### src/rtl/resolver_pkg.sv
package resolver_pkg;

    localparam int GRP_BITS = 3;
    localparam int BIT_BITS = 3;
    localparam int PRIO_W   = GRP_BITS + BIT_BITS;
    localparam int NGRP     = 1 << GRP_BITS;
    localparam int ROW_W    = 1 << BIT_BITS;
    localparam int NREADY   = NGRP * ROW_W;

    typedef struct packed {
        logic              valid;
        logic [PRIO_W-1:0] prio;
    } prio_cmd_t;

    typedef struct packed {
        logic              valid;
        logic [PRIO_W-1:0] prio;
    } hp_result_t;

    function automatic logic [GRP_BITS-1:0] row_of(input logic [PRIO_W-1:0] p);
        return p[PRIO_W-1:BIT_BITS];
    endfunction

    function automatic logic [BIT_BITS-1:0] col_of(input logic [PRIO_W-1:0] p);
        return p[BIT_BITS-1:0];
    endfunction

endpackage

### src/rtl/ready_table.sv
module ready_table
    import resolver_pkg::*;
(
    input  logic                           clk,
    input  logic                           rst,
    input  prio_cmd_t                      set_cmd,
    input  prio_cmd_t                      clr_cmd,
    output logic [NGRP-1:0]                grp_q,
    output logic [NGRP-1:0][ROW_W-1:0]     rows_q
);

    logic [NREADY-1:0] flat;
    assign flat = rows_q;

    for (genvar g = 0; g < NGRP; g++) begin : g_row
        logic [ROW_W-1:0] row_nx;

        always_comb begin
            row_nx = rows_q[g];
            if (clr_cmd.valid && row_of(clr_cmd.prio) == GRP_BITS'(g))
                row_nx[col_of(clr_cmd.prio)] = 1'b0;
            if (set_cmd.valid && row_of(set_cmd.prio) == GRP_BITS'(g))
                row_nx[col_of(set_cmd.prio)] = 1'b1;
        end

        always_ff @(posedge clk) begin
            if (rst) begin
                rows_q[g] <= '0;
                grp_q[g]  <= 1'b0;
            end else begin
                rows_q[g] <= row_nx;
                grp_q[g]  <= |row_nx;
            end
        end

        // summary bit tracks row occupancy
        assert_group_matches_row_R2: assert property (@(posedge clk) disable iff (rst)
            grp_q[g] == (|rows_q[g]));
    end

    assert_set_marks_R1: assert property (@(posedge clk) disable iff (rst)
        set_cmd.valid |=> flat[$past(set_cmd.prio)]);

    assert_clear_drops_R2: assert property (@(posedge clk) disable iff (rst)
        (clr_cmd.valid && !(set_cmd.valid && set_cmd.prio == clr_cmd.prio))
        |=> !flat[$past(clr_cmd.prio)]);

endmodule

### src/rtl/lsb_finder.sv
module lsb_finder #(
    parameter int W  = 8,
    localparam int IW = (W > 1) ? $clog2(W) : 1
) (
    input  logic [W-1:0]  vec,
    output logic [IW-1:0] idx,
    output logic          any
);

    always_comb begin
        idx = '0;
        for (int i = W - 1; i >= 0; i--) begin
            if (vec[i]) idx = IW'(i);
        end
    end

    assign any = |vec;

endmodule

### src/rtl/switch_decider.sv
module switch_decider
    import resolver_pkg::*;
#(
    parameter int DEPTH_W = 8,
    parameter int CNT_W   = 32
) (
    input  logic               clk,
    input  logic               rst,
    input  logic               sched_req,
    input  logic [DEPTH_W-1:0] isr_depth,
    input  logic [DEPTH_W-1:0] lock_depth,
    input  logic [PRIO_W-1:0]  cur_prio,
    input  hp_result_t         cand,
    output hp_result_t         result_q,
    output logic               switch_q,
    output logic [CNT_W-1:0]   count_q
);

    logic idle_ok;
    logic go;

    assign idle_ok = (isr_depth == '0) && (lock_depth == '0);
    assign go      = sched_req && idle_ok && cand.valid && (cand.prio != cur_prio);

    always_ff @(posedge clk) begin
        if (rst) begin
            result_q <= '0;
            switch_q <= 1'b0;
            count_q  <= '0;
        end else begin
            if (sched_req) result_q <= cand;
            switch_q <= go;
            if (go) count_q <= count_q + 1'b1;
        end
    end

    assert_switch_gated_R6: assert property (@(posedge clk) disable iff (rst)
        switch_q |-> $past(sched_req) && $past(isr_depth) == '0 && $past(lock_depth) == '0);

    assert_switch_differs_R7: assert property (@(posedge clk) disable iff (rst)
        switch_q |-> result_q.valid && result_q.prio != $past(cur_prio));

    assert_empty_quiet_R5: assert property (@(posedge clk) disable iff (rst)
        !result_q.valid |-> !switch_q && result_q.prio == '0);

    assert_count_step_R8: assert property (@(posedge clk) disable iff (rst)
        switch_q |-> count_q == $past(count_q) + 1'b1);

    assert_count_hold_R8: assert property (@(posedge clk) disable iff (rst)
        !switch_q |-> $stable(count_q));

endmodule

### src/rtl/hp_ready_resolver.sv
module hp_ready_resolver
    import resolver_pkg::*;
#(
    parameter int DEPTH_W = 8,
    parameter int CNT_W   = 32
) (
    input  logic               clk,
    input  logic               rst,
    input  logic               set_en,
    input  logic [PRIO_W-1:0]  set_prio,
    input  logic               clr_en,
    input  logic [PRIO_W-1:0]  clr_prio,
    input  logic [DEPTH_W-1:0] isr_depth,
    input  logic [DEPTH_W-1:0] lock_depth,
    input  logic [PRIO_W-1:0]  cur_prio,
    input  logic               sched_req,
    output logic [PRIO_W-1:0]  best_prio,
    output logic               best_valid,
    output logic               switch_req,
    output logic [CNT_W-1:0]   switch_count
);

    prio_cmd_t                   set_cmd, clr_cmd;
    logic [NGRP-1:0]             grp_q;
    logic [NGRP-1:0][ROW_W-1:0]  rows_q;
    logic [GRP_BITS-1:0]         grp_idx;
    logic                        grp_any;
    logic [BIT_BITS-1:0]         col_idx;
    logic                        col_any;
    hp_result_t                  cand;
    hp_result_t                  result_q;
    logic [NREADY-1:0]           flat;

    assign set_cmd = '{valid: set_en, prio: set_prio};
    assign clr_cmd = '{valid: clr_en, prio: clr_prio};

    ready_table u_table (
        .clk    (clk),
        .rst    (rst),
        .set_cmd(set_cmd),
        .clr_cmd(clr_cmd),
        .grp_q  (grp_q),
        .rows_q (rows_q)
    );

    lsb_finder #(.W(NGRP)) u_grp_find (
        .vec(grp_q),
        .idx(grp_idx),
        .any(grp_any)
    );

    lsb_finder #(.W(ROW_W)) u_col_find (
        .vec(rows_q[grp_idx]),
        .idx(col_idx),
        .any(col_any)
    );

    assign cand.valid = grp_any;
    assign cand.prio  = {grp_idx, col_idx};
    assign flat       = rows_q;

    switch_decider #(.DEPTH_W(DEPTH_W), .CNT_W(CNT_W)) u_decide (
        .clk       (clk),
        .rst       (rst),
        .sched_req (sched_req),
        .isr_depth (isr_depth),
        .lock_depth(lock_depth),
        .cur_prio  (cur_prio),
        .cand      (cand),
        .result_q  (result_q),
        .switch_q  (switch_req),
        .count_q   (switch_count)
    );

    assign best_prio  = result_q.prio;
    assign best_valid = result_q.valid;

    // the chosen priority is ready and no lower number is ready
    assert_winner_ready_R3: assert property (@(posedge clk) disable iff (rst)
        cand.valid |-> flat[cand.prio] && col_any);

    assert_winner_lowest_R3: assert property (@(posedge clk) disable iff (rst)
        cand.valid |-> (flat & ~({NREADY{1'b1}} << cand.prio)) == '0);

    assert_empty_table_R5: assert property (@(posedge clk) disable iff (rst)
        !cand.valid |-> flat == '0);

endmodule

### config.mk
export PLATFORM = sky130hd
export DESIGN_NAME = hp_ready_resolver
export DESIGN_NICKNAME = d
export VERILOG_FILES = /design/src/rtl/resolver_pkg.sv /design/src/rtl/ready_table.sv /design/src/rtl/lsb_finder.sv /design/src/rtl/switch_decider.sv /design/src/rtl/hp_ready_resolver.sv
export SDC_FILE = /design/constraint.sdc
export NUM_CORES = 1
export LEC_CHECK = 0
export ABC_AREA = 1
export BUFFER_PORTS_ARGS = -buffer_cell sky130_fd_sc_hd__buf_2
export CAP_MARGIN = 20
export CORE_AREA = 2 2 103 105
export DETAILED_ROUTE_END_ITERATION = 10
export DIE_AREA = 0 0 105 107
export GPL_ROUTABILITY_DRIVEN = 0
export PLACE_DENSITY_LB_ADDON = 0.05
export SLEW_MARGIN = 25
export SYNTH_ARGS = -nofsm -noshare
export SYNTH_HDL_FRONTEND = slang
export SYNTH_SLANG_ARGS = --single-unit
### constraint.sdc
create_clock -name clk -period 4.88 [get_ports clk]
set_input_delay 0.976 -clock clk [delete_from_list [all_inputs] [get_ports clk]]
set_output_delay 0.976 -clock clk [all_outputs]
set_load 0.01 [all_outputs]
== Word-level counts from Yosys, hierarchy flattened ==
Cells that the tools add are included.

* Register bits: 112
* Input bits: 39
* Output and inout bits: 40
* Logic and storage cells: 131

* Add/subtract/negate cells: 1
* Magnitude comparators: 5
* Equality and inequality tests: 15
* Multiplexer cells: 38
* Bitwise logic cells: 17
* Reduce and logical (&&, ||, !) cells: 35

{| class="wikitable"
|+ Operators by type and width
! kind !! count
|-
| two-way mux 8 bit || 17
|-
| OR reduction 8 bit || 9
|-
| bitwise AND 8 bit || 8
|-
| OR 8 bit || 8
|-
| two-way mux 3 bit || 16
|-
| adder 32 x 1 -> 32 bit, second input constant || 1
|-
| binary-select mux 8 bit (select 3 bit) || 1
|-
| == test 3 bit, second input constant || 8
|-
| logical AND 1 bit || 22
|-
| logical NOT 8 bit || 2
|-
| == test 3 x 2 -> 1 bit, second input constant || 4
|-
| < comparator 3 x 4 -> 1 bit, second input constant || 3
|-
| inverter 8 bit || 1
|-
| demux 1 bit (select 3 bit) || 2
|-
| == test 3 x 1 -> 1 bit, second input constant || 2
|-
| >= comparator 3 x 1 -> 1 bit, second input constant || 2
|-
| logical NOT 3 bit || 2
|-
| inequality test 6 bit || 1
|-
| two-way mux 1 bit || 2
|}

== Depth between registers and ports, before layout ==
Gate-level depths: netlist of run 1.

* Depth in word-level cells: 20
* Mapped depth: 28
* Mapped depth without buffers: 26

== By module ==
From an unflattened synthesis of run 1, not the netlist that was laid out.

* Cells, all modules: 1,198
* Area, all modules: 7,010.5 sq um

{| class="wikitable"
|+ By module, submodules not included
! module !! instances !! cells each !! area an instance (sq um) !! seq. area each (sq um)
|-
| ready_table || 1 || 519 || 3,308.2 || 1,441.4
|-
| switch_decider || 1 || 421 || 2,571.2 || 800.8
|-
| hp_ready_resolver || 1 || 214 || 933.4 || 0.0
|-
| lsb_finder || 2 || 22 || 98.8 || 0.0
|}

== Worst setup path before layout of run 1 ==
OpenSTA, ideal clock, no wires.

* Kind: input port to flip-flop
* From: in lock_depth[1]
* To: reg u_decide.count_q[31]
* Library setup time: 113 ps
* Arrival: 2,590 ps
* Data required time: 4,767 ps
* Path slack: 2,177 ps
* Stages: 11
* Buffers on the path: 0
* Path through: nor4_1 > and2_1 > nand3_1 > clkinv_1 > nand2_1 > nor4b_1 > nand2_1 > nor2_1 > nand3_1 > nand2_1 > nor2_1

* Word-level cells in the longest chain between the ends: 5

{| class="wikitable"
|+ Ends and longest elaborated chain
! what !! line !! source
|-
| start, declared || hp_ready_resolver.sv:14 || <nowiki>input logic [DEPTH_W-1:0] lock_depth,</nowiki>
|-
| logical NOT 8 bit || switch_decider.sv:22 || <nowiki>assign idle_ok = (isr_depth == '0) && (lock_depth == '0);</nowiki>
|-
| logical AND 1 bit || switch_decider.sv:22 ||
|-
| logical AND 1 bit (3 in a row) || switch_decider.sv:23 || <nowiki>assign go = sched_req && idle_ok && cand.valid && (cand.prio != cur_prio);</nowiki>
|-
| end signal, assigned || switch_decider.sv:33 || <nowiki>if (go) count_q <= count_q + 1'b1;</nowiki>
|-
| end, declared || switch_decider.sv:16 || <nowiki>output logic [CNT_W-1:0] count_q</nowiki>
|}

No other way between the ends.
A chain may end at the register's enable or synchronous reset.

== Worst setup path in the final report of run 1 ==
* From: reg u_table.grp_q[5]
* To: reg u_decide.count_q[25]

* Word-level cells in the longest chain between the ends: 18
* Elaborated cells between the ends (all ways): 20
* Classes of those cells: eq/ne: 1; mux: 16; reduce/logical: 3

{| class="wikitable"
|+ Ends and longest elaborated chain
! what !! line !! source
|-
| start, declared || ready_table.sv:8 || <nowiki>output logic [NGRP-1:0] grp_q,</nowiki>
|-
| start signal, assigned by index || ready_table.sv:32 || <nowiki>grp_q[g] <= |row_nx;</nowiki>
|-
| two-way mux 3 bit (6 in a row) || lsb_finder.sv:13 || <nowiki>if (vec[i]) idx = IW'(i);</nowiki>
|-
| binary-select mux 8 bit (select 3 bit) || hp_ready_resolver.sv:53 || <nowiki>.vec(rows_q[grp_idx]),</nowiki>
|-
| two-way mux 8 bit (not written as such) || hp_ready_resolver.sv:53 ||
|-
| two-way mux 3 bit (8 in a row) || lsb_finder.sv:13 ||
|-
| inequality test 6 bit || switch_decider.sv:23 ||
|-
| logical AND 1 bit * || switch_decider.sv:23 ||
|}

Every way passes the cells marked *; elsewhere a longest branch is shown, timed or not. The select of a mux whose other input is x is not followed.

==> results of run 1 <==
[worst max-delay path, delay by kind of cell, from the launching register on]
| family | cells | cell delay (ns) |
|---|---|---|
| AND/OR/NAND/NOR | 22 | 2.91 |
| buffers and inverters | 2 | 0.52 |
| flip-flops | 1 | 0.35 |
[per-layer routing]
metal  global-route usage (%)  share of wire, %  vias to the layer above
met3                     8.09                12                       54
met1                     45.3                44                     2986
met5                        0                 0                        -
met4                     11.9               2.9                        0
met2                     46.6                41                      373
li1                         -                 -                     3352
[flip-flops by register name, indices dropped and copies added (netlist names)]
signal	count
u_decide.result_q	7
u_table.grp_q	8
u_decide.count_q	32
u_table.rows_q	64
u_decide.switch_q	1
[through the flow]
stage,instance area (µm²),power (mW)
global route,6870,1.94
detailed placement,6690,1.34
finish,6870,1.86
CTS,6870,1.85
global placement,6690,1.33
floorplan,6190,1.25
[layout make-up]
| class | instances | area (µm²) |
|---|---|---|
| multi-input combinational | 704 | 3250 |
| timing repair buffer | 93 | 503 |
| fill | 956 | 3220 |
| tap | 136 | 170 |
| inverter | 139 | 524 |
| clock buffer | 11 | 151 |
| clock inverter | 4 | 28.8 |
| sequential | 112 | 2240 |
[cell families (layout without fill, tap and decap cells)]
kind of cell	after synthesis	after routing	share of synthesized area, %
xor+xnor	2	2	0.283
compound gates	157	157	13.8
simple gates	544	544	38.2
flops	112	112	36.2
buf+inv	171	247	11.3
fa+ha+maj	1	1	0.202
[layout by cell type (no fill, tap or decap), types with 11 or more instances in the layout]
master    instances
nand2_1         186
nor2_1          167
inv_1           136
dfxtp_1         112
nand3_1         111
a21oi_1          90
buf_2            78
o21ai_0          47
nor3_1           29
nand4_1          23
buf_4            15
nor4_1           13
a22oi_1          12
clkbuf_8         11
[report_power, final]
part / leakage [nW] / internal (mW) / switching [mW] / total (mW)
Clock: 0.0878 / 0.212 / 0.319 / 0.531
Combinational: 2.01 / 0.117 / 0.280 / 0.397
Sequential: 0.904 / 0.928 / 0.00591 / 0.934
[cell usage after synthesis]
cell / n
ha_1: 1
clkbuf_1: 14
nor2_1: 167
nand2_2: 2
buf_1: 2
nor3_1: 29
buf_6: 5
nand3_2: 2
nand3_1: 111
or2_1: 1
inv_1: 136
inv_4: 1
a21oi_1: 90
and2_0: 1
o21ai_0: 47
a31oi_4: 1
nand2_4: 1
nand2_1: 186
xor2_1: 2
and2_1: 1
nor4_1: 13
nand3b_1: 2
clkinv_1: 1
dfxtp_1: 112
nand4_1: 23
buf_4: 2
a22oi_1: 12
a21oi_2: 5
nor2_2: 1
and3_1: 1
inv_2: 1
nor4b_1: 2
nor3b_1: 1
buf_2: 9
o21a_1: 2
[worst paths after layout]
check	cells after the start	from	endpoint	slack, ns
worst min register to register	2	u_decide.result_q[6]	u_decide.result_q[6]	0.47
worst min-delay path	2	u_decide.result_q[6]	u_decide.result_q[6]	0.47
worst max register to register	24	u_table.grp_q[5]	u_decide.count_q[25]	0.95
worst max-delay path	24	u_table.grp_q[5]	u_decide.count_q[25]	0.95
==> impl_metrics.csv, run 1 <==
group,metric,value,unit
floorplanning,die_w,105,µm
detailed_routing,via_count,6765,
grt,grt_pass1_vias,5992,
detailed_routing,dr.pass1.iters,5,
clocking,clk_latency,0.38,ns
clocking,cts_made_buffers,9,
floorplanning,start_util,61.4,%
setup_path,crit_required,5.13,ns
setup_path,cp_slowest_stage_delay,0.54,ns
place,dp_cells,1184,
final_layout,antenna_cells,0,
clocking,cts.clk_slew.worst_paths,0.11,ns
synth,ys_seq_area_share,36.2,%
setup_path,worstPathCellList,"inv_1 > nand2_1 > nand2_1 > nand2_1 > nand2_1 > nand2_2 > nand2_4 > nand2_1 > nand3_1 > nand2_1 > nand2_1 > nand2_1 > nand2_2 > nor2_2 > nand2_1 > nand2_1 > nand3_1 > nor2_1 > nand3_2 > buf_4 > nand2_1 > nand2_1 > nand2_1 > nor2_1",
synth,syn_inst,987,
clocking,clock_path_buffers,2,
sta,period_share,80.5,%
final_layout,area_delta_synth_final,10.9,%
synth,ys_ff_latch,112,
floorplanning,io_pins,79,
sta,finalClockSkew,0.0117,ns
grt,grt_max_degree,76,
sta,tightest_slew,0.863,ns
sta,finalSetupTns,0,ns
sta,grt_setup_unrepaired,"false",
setup_path,path_common_cell,"nand2_1",
clocking,cts_tree,"done",
floorplanning,coreArea,10100,µm²
sta,hold_violations,0,
setup_path,path_max_fanout,35,
detailed_routing,wl_per_cell,15.0,µm
final_layout,final_cells,1199,
place,place_ws,1.08,ns
power_and_ir_drop,total_leakage_power,3.00,nW
hold_path,hold_path.class,"flop to flop",
final_layout,drive_gt1_share,11.5,%
synth,syn-mean-instance-area,6.28,µm²
sta,slew_viol_final,0,
synth,netlist_area,6190,µm²
place,io_buffers,78,
setup_path,crit_type,"flop to flop",
synth,ys_warn_count,0,
grt,grt.total_usage,31.9,%
grt,grt_pass1_wl,28700,µm
clocking,ctsResizeCount,0,
detailed_routing,ant_nets,0,
job,cap_violations,0,
floorplanning,die_area,11200,µm²
floorplanning,rows,37,
setup_path,arrival,4.18,ns
setup_path,worstSetupStartpointType,"flop",
grt,overflow,0,
detailed_routing,wirelength,18000,µm
sta,fin_hold_ws,0.473,ns
clocking,hold_buffers,0,
floorplanning,die-height,107,µm
synth,synth_top_area_share,36.2,%
clocking,cts.sinks,112,
final_layout,post-route-util,68.1,%
synth,post-synth-top-area-cell,"dfxtp_1",
grt,antenna_found_initial,0,
detailed_routing,avgViaCountPerCell,5.64,
synth,yosys-top-cells-area,"dfxtp_1 (36%), nand2_1 (11%), nor2_1 (10%)",
power_and_ir_drop,powerDensity,271,nW/µm²
synth,synth_cell_types,35,
synth,syn_nets,1027,
place,dp.final_hpwl,13100,µm
setup_path,cp_slowest_cell,"nand3_2",
final_layout,fin_nets,1099,
outcome,status,"finished clean",
clocking,root_buffer,"clkbuf_8",
detailed_routing,drtIter0Drc,691,
sta,min_period,3.93,ns
sta,slew-limit-headroom,42.0,%
sta,setup_violations,0,
detailed_routing,remaining_drc_errors,0,
clocking,cts_max_level,3,
sta,max_freq,254,MHz
power_and_ir_drop,vdd_drop_max,0.168,mV
sta,setup_ws,0.950,ns
setup_path,cp-end-kind,"flop",
clocking,postCtsSetupRepairBufs,0,
(Power assumes the default switching activity.)
==> run 2, diff against run 1 <==
--- a/config.mk
+++ b/config.mk
@@ -5,12 +5,12 @@
 export SDC_FILE = /design/constraint.sdc
 export NUM_CORES = 1
 export LEC_CHECK = 0
-export ABC_AREA = 1
+export ABC_AREA = 0
 export BUFFER_PORTS_ARGS = -buffer_cell sky130_fd_sc_hd__buf_2
 export CAP_MARGIN = 20
-export CORE_AREA = 2 2 103 105
+export CORE_AREA = 2 2 105 107
 export DETAILED_ROUTE_END_ITERATION = 10
-export DIE_AREA = 0 0 105 107
+export DIE_AREA = 0 0 107 109
 export GPL_ROUTABILITY_DRIVEN = 0
 export PLACE_DENSITY_LB_ADDON = 0.05
 export SLEW_MARGIN = 25
==> constraint.sdc (replaced) <==
create_clock -name clk -period 3.72 [get_ports clk]
set_input_delay 0.744 -clock clk [delete_from_list [all_inputs] [get_ports clk]]
set_output_delay 0.744 -clock clk [all_outputs]
set_load 0.01 [all_outputs]
==> run 2 against run 1 <==
Net effect: first-iteration DRC count increased by 12%; critical path depth decreased by 11; combinational power increased by 45%; final area decreased by 0.15%; sequential cell count unchanged; core utilization decreased by 3.4 points; worst hold slack improved by 0.012 ns; synthesized cell count decreased by 24%; largest power group unchanged; die area increased by 3.8%; via count decreased by 7.9%; area after synthesis decreased by 4.2%.
==> impl_metrics.csv, run 2 <==
group,metric,value,unit
final_layout,reg_top3,"u_table.rows_q: 64 flops, u_decide.count_q: 32 flops, u_table.grp_q: 8 flops",
place,place_ws,-0.0545,ns
clocking,cts.clk_slew.worst_paths,0.11,ns
sta,setup_violations,0,
grt,grt_max_degree,89,
sta,slew_viol_final,0,
sta,period_share,96.5,%
synth,syn_inst,752,
hold_path,holdPathEnd,"u_decide.result_q[0]",
final_layout,fill_cells,944,
synth,synth-edff-count,0,
floorplanning,coreArea,10600,µm²
synth,post-synth-top-area-cell,"dfxtp_1",
floorplanning,io_pins,79,
synth,syn_nets,792,
grt,antenna_found_initial,0,
synth,syn-mean-instance-area,7.89,µm²
sta,finalSetupTns,0,ns
final_layout,layout_common_cells,"dfxtp_1 (107), nor2_1 (100), nand2_1 (96), buf_2 (77), o21ai_0 (45)",
place,dp.final_hpwl,13800,µm
final_layout,top_register,"u_table.rows_q",
power_and_ir_drop,total_leakage_power,2.42,nW
grt,grt_pass1_vias,5585,
place,io_buffers,78,
power_and_ir_drop,clock_power_share,32.1,%
sta,grt_setup_unrepaired,"true",
final_layout,final_cells,969,
final_layout,fin_nets,864,
setup_path,cp_slowest_cell,"or4_4",
setup_path,worstPathCellList,"nor3_2 > o21a_2 > buf_4 > o21ai_0 > a311oi_2 > a211oi_1 > nor3b_2 > or4_4 > a2111oi_4 > buf_12 > a211oi_1 > a31o_1 > a21oi_1",
detailed_routing,remaining_drc_errors,0,
power_and_ir_drop,powerDensity,389,nW/µm²
sta,setup_ws,0.132,ns
setup_path,r2r_cells,13,
synth,synth_cell_types,72,
power_and_ir_drop,switching_share,31.0,%
grt,grt_pass1_wl,29600,µm
detailed_routing,avgViaCountPerCell,6.43,
floorplanning,die_w,107,µm
hold_path,min_path_cells,2,
power_and_ir_drop,internal_power,1.84,mW
setup_path,cp_slowest_stage_delay,0.49,ns
detailed_routing,ant_nets,0,
setup_path,crit_required,4.06,ns
final_layout,post-route-util,64.7,%
setup_path,worstSetupStartpointType,"flop",
setup_path,reg2reg_to,"u_decide.count_q[25]",
setup_path,critPathLaunch,"u_table.grp_q[4]",
setup_path,cp-end-kind,"flop",
synth,netlist_area,5940,µm²
outcome,status,"finished clean",
place,dp_cells,950,
power_and_ir_drop,p_comb_share,21.6,%
setup_path,path_common_cell,"a211oi_1",
sta,tightest_slew,0.945,ns
floorplanning,die_area,11700,µm²
clocking,root_buffer,"clkbuf_8",
synth,yosys-top-cells-area,"dfxtp_1 (38%), nor2_1 (6.4%), nand2_1 (6.1%)",
detailed_routing,dr.pass1.iters,7,
clocking,cts_max_level,3,
power_and_ir_drop,seq_power_share,46.4,%
synth,async_flop_share,0,%
floorplanning,rows,38,
clocking,cts_made_buffers,9,
clocking,cts.sinks,112,
detailed_routing,wirelength,19000,µm
sta,max_freq,279,MHz
setup_path,arrival,3.93,ns
setup_path,path_max_fanout,17,
sta,finalClockSkew,0.0158,ns
detailed_routing,drtIter0Drc,774,
detailed_routing,wl_per_cell,19.6,µm
clocking,clock_path_buffers,2,
synth,ys_seq_area_share,37.8,%
grt,overflow,0,
hold_path,hold_start,"u_decide.result_q[0]",
final_layout,antenna_cells,0,
floorplanning,start_util,56.0,%
synth,ys_warn_count,0,
hold_path,hold_path.class,"flop to flop",
grt,grt.total_usage,33.2,%
floorplanning,die-height,109,µm
clocking,cts_tree,"done",
job,cap_violations,0,
clocking,clk_latency,0.40,ns
final_layout,final_common_cell,"dfxtp_1",
final_layout,area_delta_synth_final,15.6,%
synth,synth_most_common_cell,"dfxtp_1",
detailed_routing,via_count,6229,
setup_path,reg2reg_slack,0.13,ns
sta,slew-limit-headroom,36.7,%
setup_path,crit_type,"flop to flop",
synth,synth_commonest_cells,"dfxtp_1 (112), nor2_1 (101), nand2_1 (97), o21ai_0 (45), a21oi_1 (41)",
sta,hold_violations,0,
synth,synth_top_area_share,37.8,%
final_layout,multi_input_area,3560,µm²
final_layout,regArea,2250,µm²
power_and_ir_drop,p_sw,827,µW
power_and_ir_drop,vdd_drop_max,0.367,mV
sta,min_period,3.59,ns
synth,ys_ff_latch,112,
final_layout,drive_gt1_share,19.3,%
synth,ys.flop_type,"dfxtp_1",
setup_path,reg2reg_from,"u_table.grp_q[4]",
final_layout,largest_register_ffs,64,
## run 2: changes by cell type after synthesis, moves of 19 or more
cell      before  now
inv_1        136   13
xnor2_1        0   28
a211oi_1       0   19
nor2_1       167  101
a22oi_1       12   36
nand3_1      111   31
a21oi_1       90   41
nand2_1      186   97
## run 2: worst max-delay path by stage
stage | slack [ns] | to | cells after the start
floorplan | 0.38 | u_decide.count_q[12] | 14
global placement | 0.05 | u_decide.count_q[27] | 12
detailed placement | -0.05 | u_decide.count_q[27] | 12
CTS | 0.04 | u_decide.count_q[25] | 13
global route | -0.03 | u_decide.count_q[1] | 12
finish | 0.13 | u_decide.count_q[25] | 13
## run 2: final cells by class
type / count / area share (%)
clock inverter: 5 / 1.26
timing repair buffer: 102 / 8.53
inverter: 13 / 0.711
multi-input combinational: 586 / 51.9
sequential: 112 / 32.8
tap: 140 / 2.55
clock buffer: 11 / 2.21
## run 2: cell families (layout without fill, tap and decap cells)
kind of cell               count (synthesis)  count (layout)  synth area share (%)
and+or+nand+nor                          337             337                  27.6
AOI/OAI and AO/OA                        210             210                  24.8
adders and majority gates                  1               1                 0.211
muxes                                     10              10                  1.81
DFF                                      112             112                  37.8
xor gates and xnor gates                  28              28                  4.13
buffers and inverters                     54             131                  3.69
## run 2: layer usage
layer	up-vias	GRT usage (%)	share of wire, %	wire, µm
met5	-	0	0	0
met4	0	13.5	3.7	696
met3	62	6.81	11	2100
met2	382	50.0	43	8180
met1	2896	46.5	42	8020
li1	2889	-	-	-
## run 2: metrics by stage
step / hold WS, ns / power [mW] / area (µm²)
2_1_floorplan: 0.458 / 1.62 / 5940
3_3_place_gp: 0.459 / 1.78 / 6520
3_5_place_dp: 0.461 / 1.80 / 6520
4_1_cts: 0.475 / 2.64 / 6780
5_1_grt: 0.487 / 2.77 / 6860
6_report: 0.485 / 2.67 / 6860
## run 2: repair_timing
item	in CTS	in global routing
endpoints found under the setup margin	8	33
hold buffers	0	0
endpoints found under the hold margin	0	0
pin swaps	0	3
setup buffers	0	3
gates cloned	0	0
gates resized for setup	4	18
## run 2: critical path: cells and delay by family, from the launching register on
family / cells / cell delay (ns)
and+or+nand+nor: 3 / 0.92
DFF: 1 / 0.39
buffers and inverters: 2 / 0.40
AOI/OAI and AO/OA: 8 / 1.81
## run 2: power groups by stage
stage | Combinational, mW | Clock (mW) | Sequential [mW]
5_1_grt | 0.612 | 0.921 | 1.24
3_5_place_dp | 0.534 | 0 | 1.26
3_3_place_gp | 0.518 | 0 | 1.26
2_1_floorplan | 0.358 | 0 | 1.26
6_report | 0.577 | 0.856 | 1.24
4_1_cts | 0.543 | 0.864 | 1.24
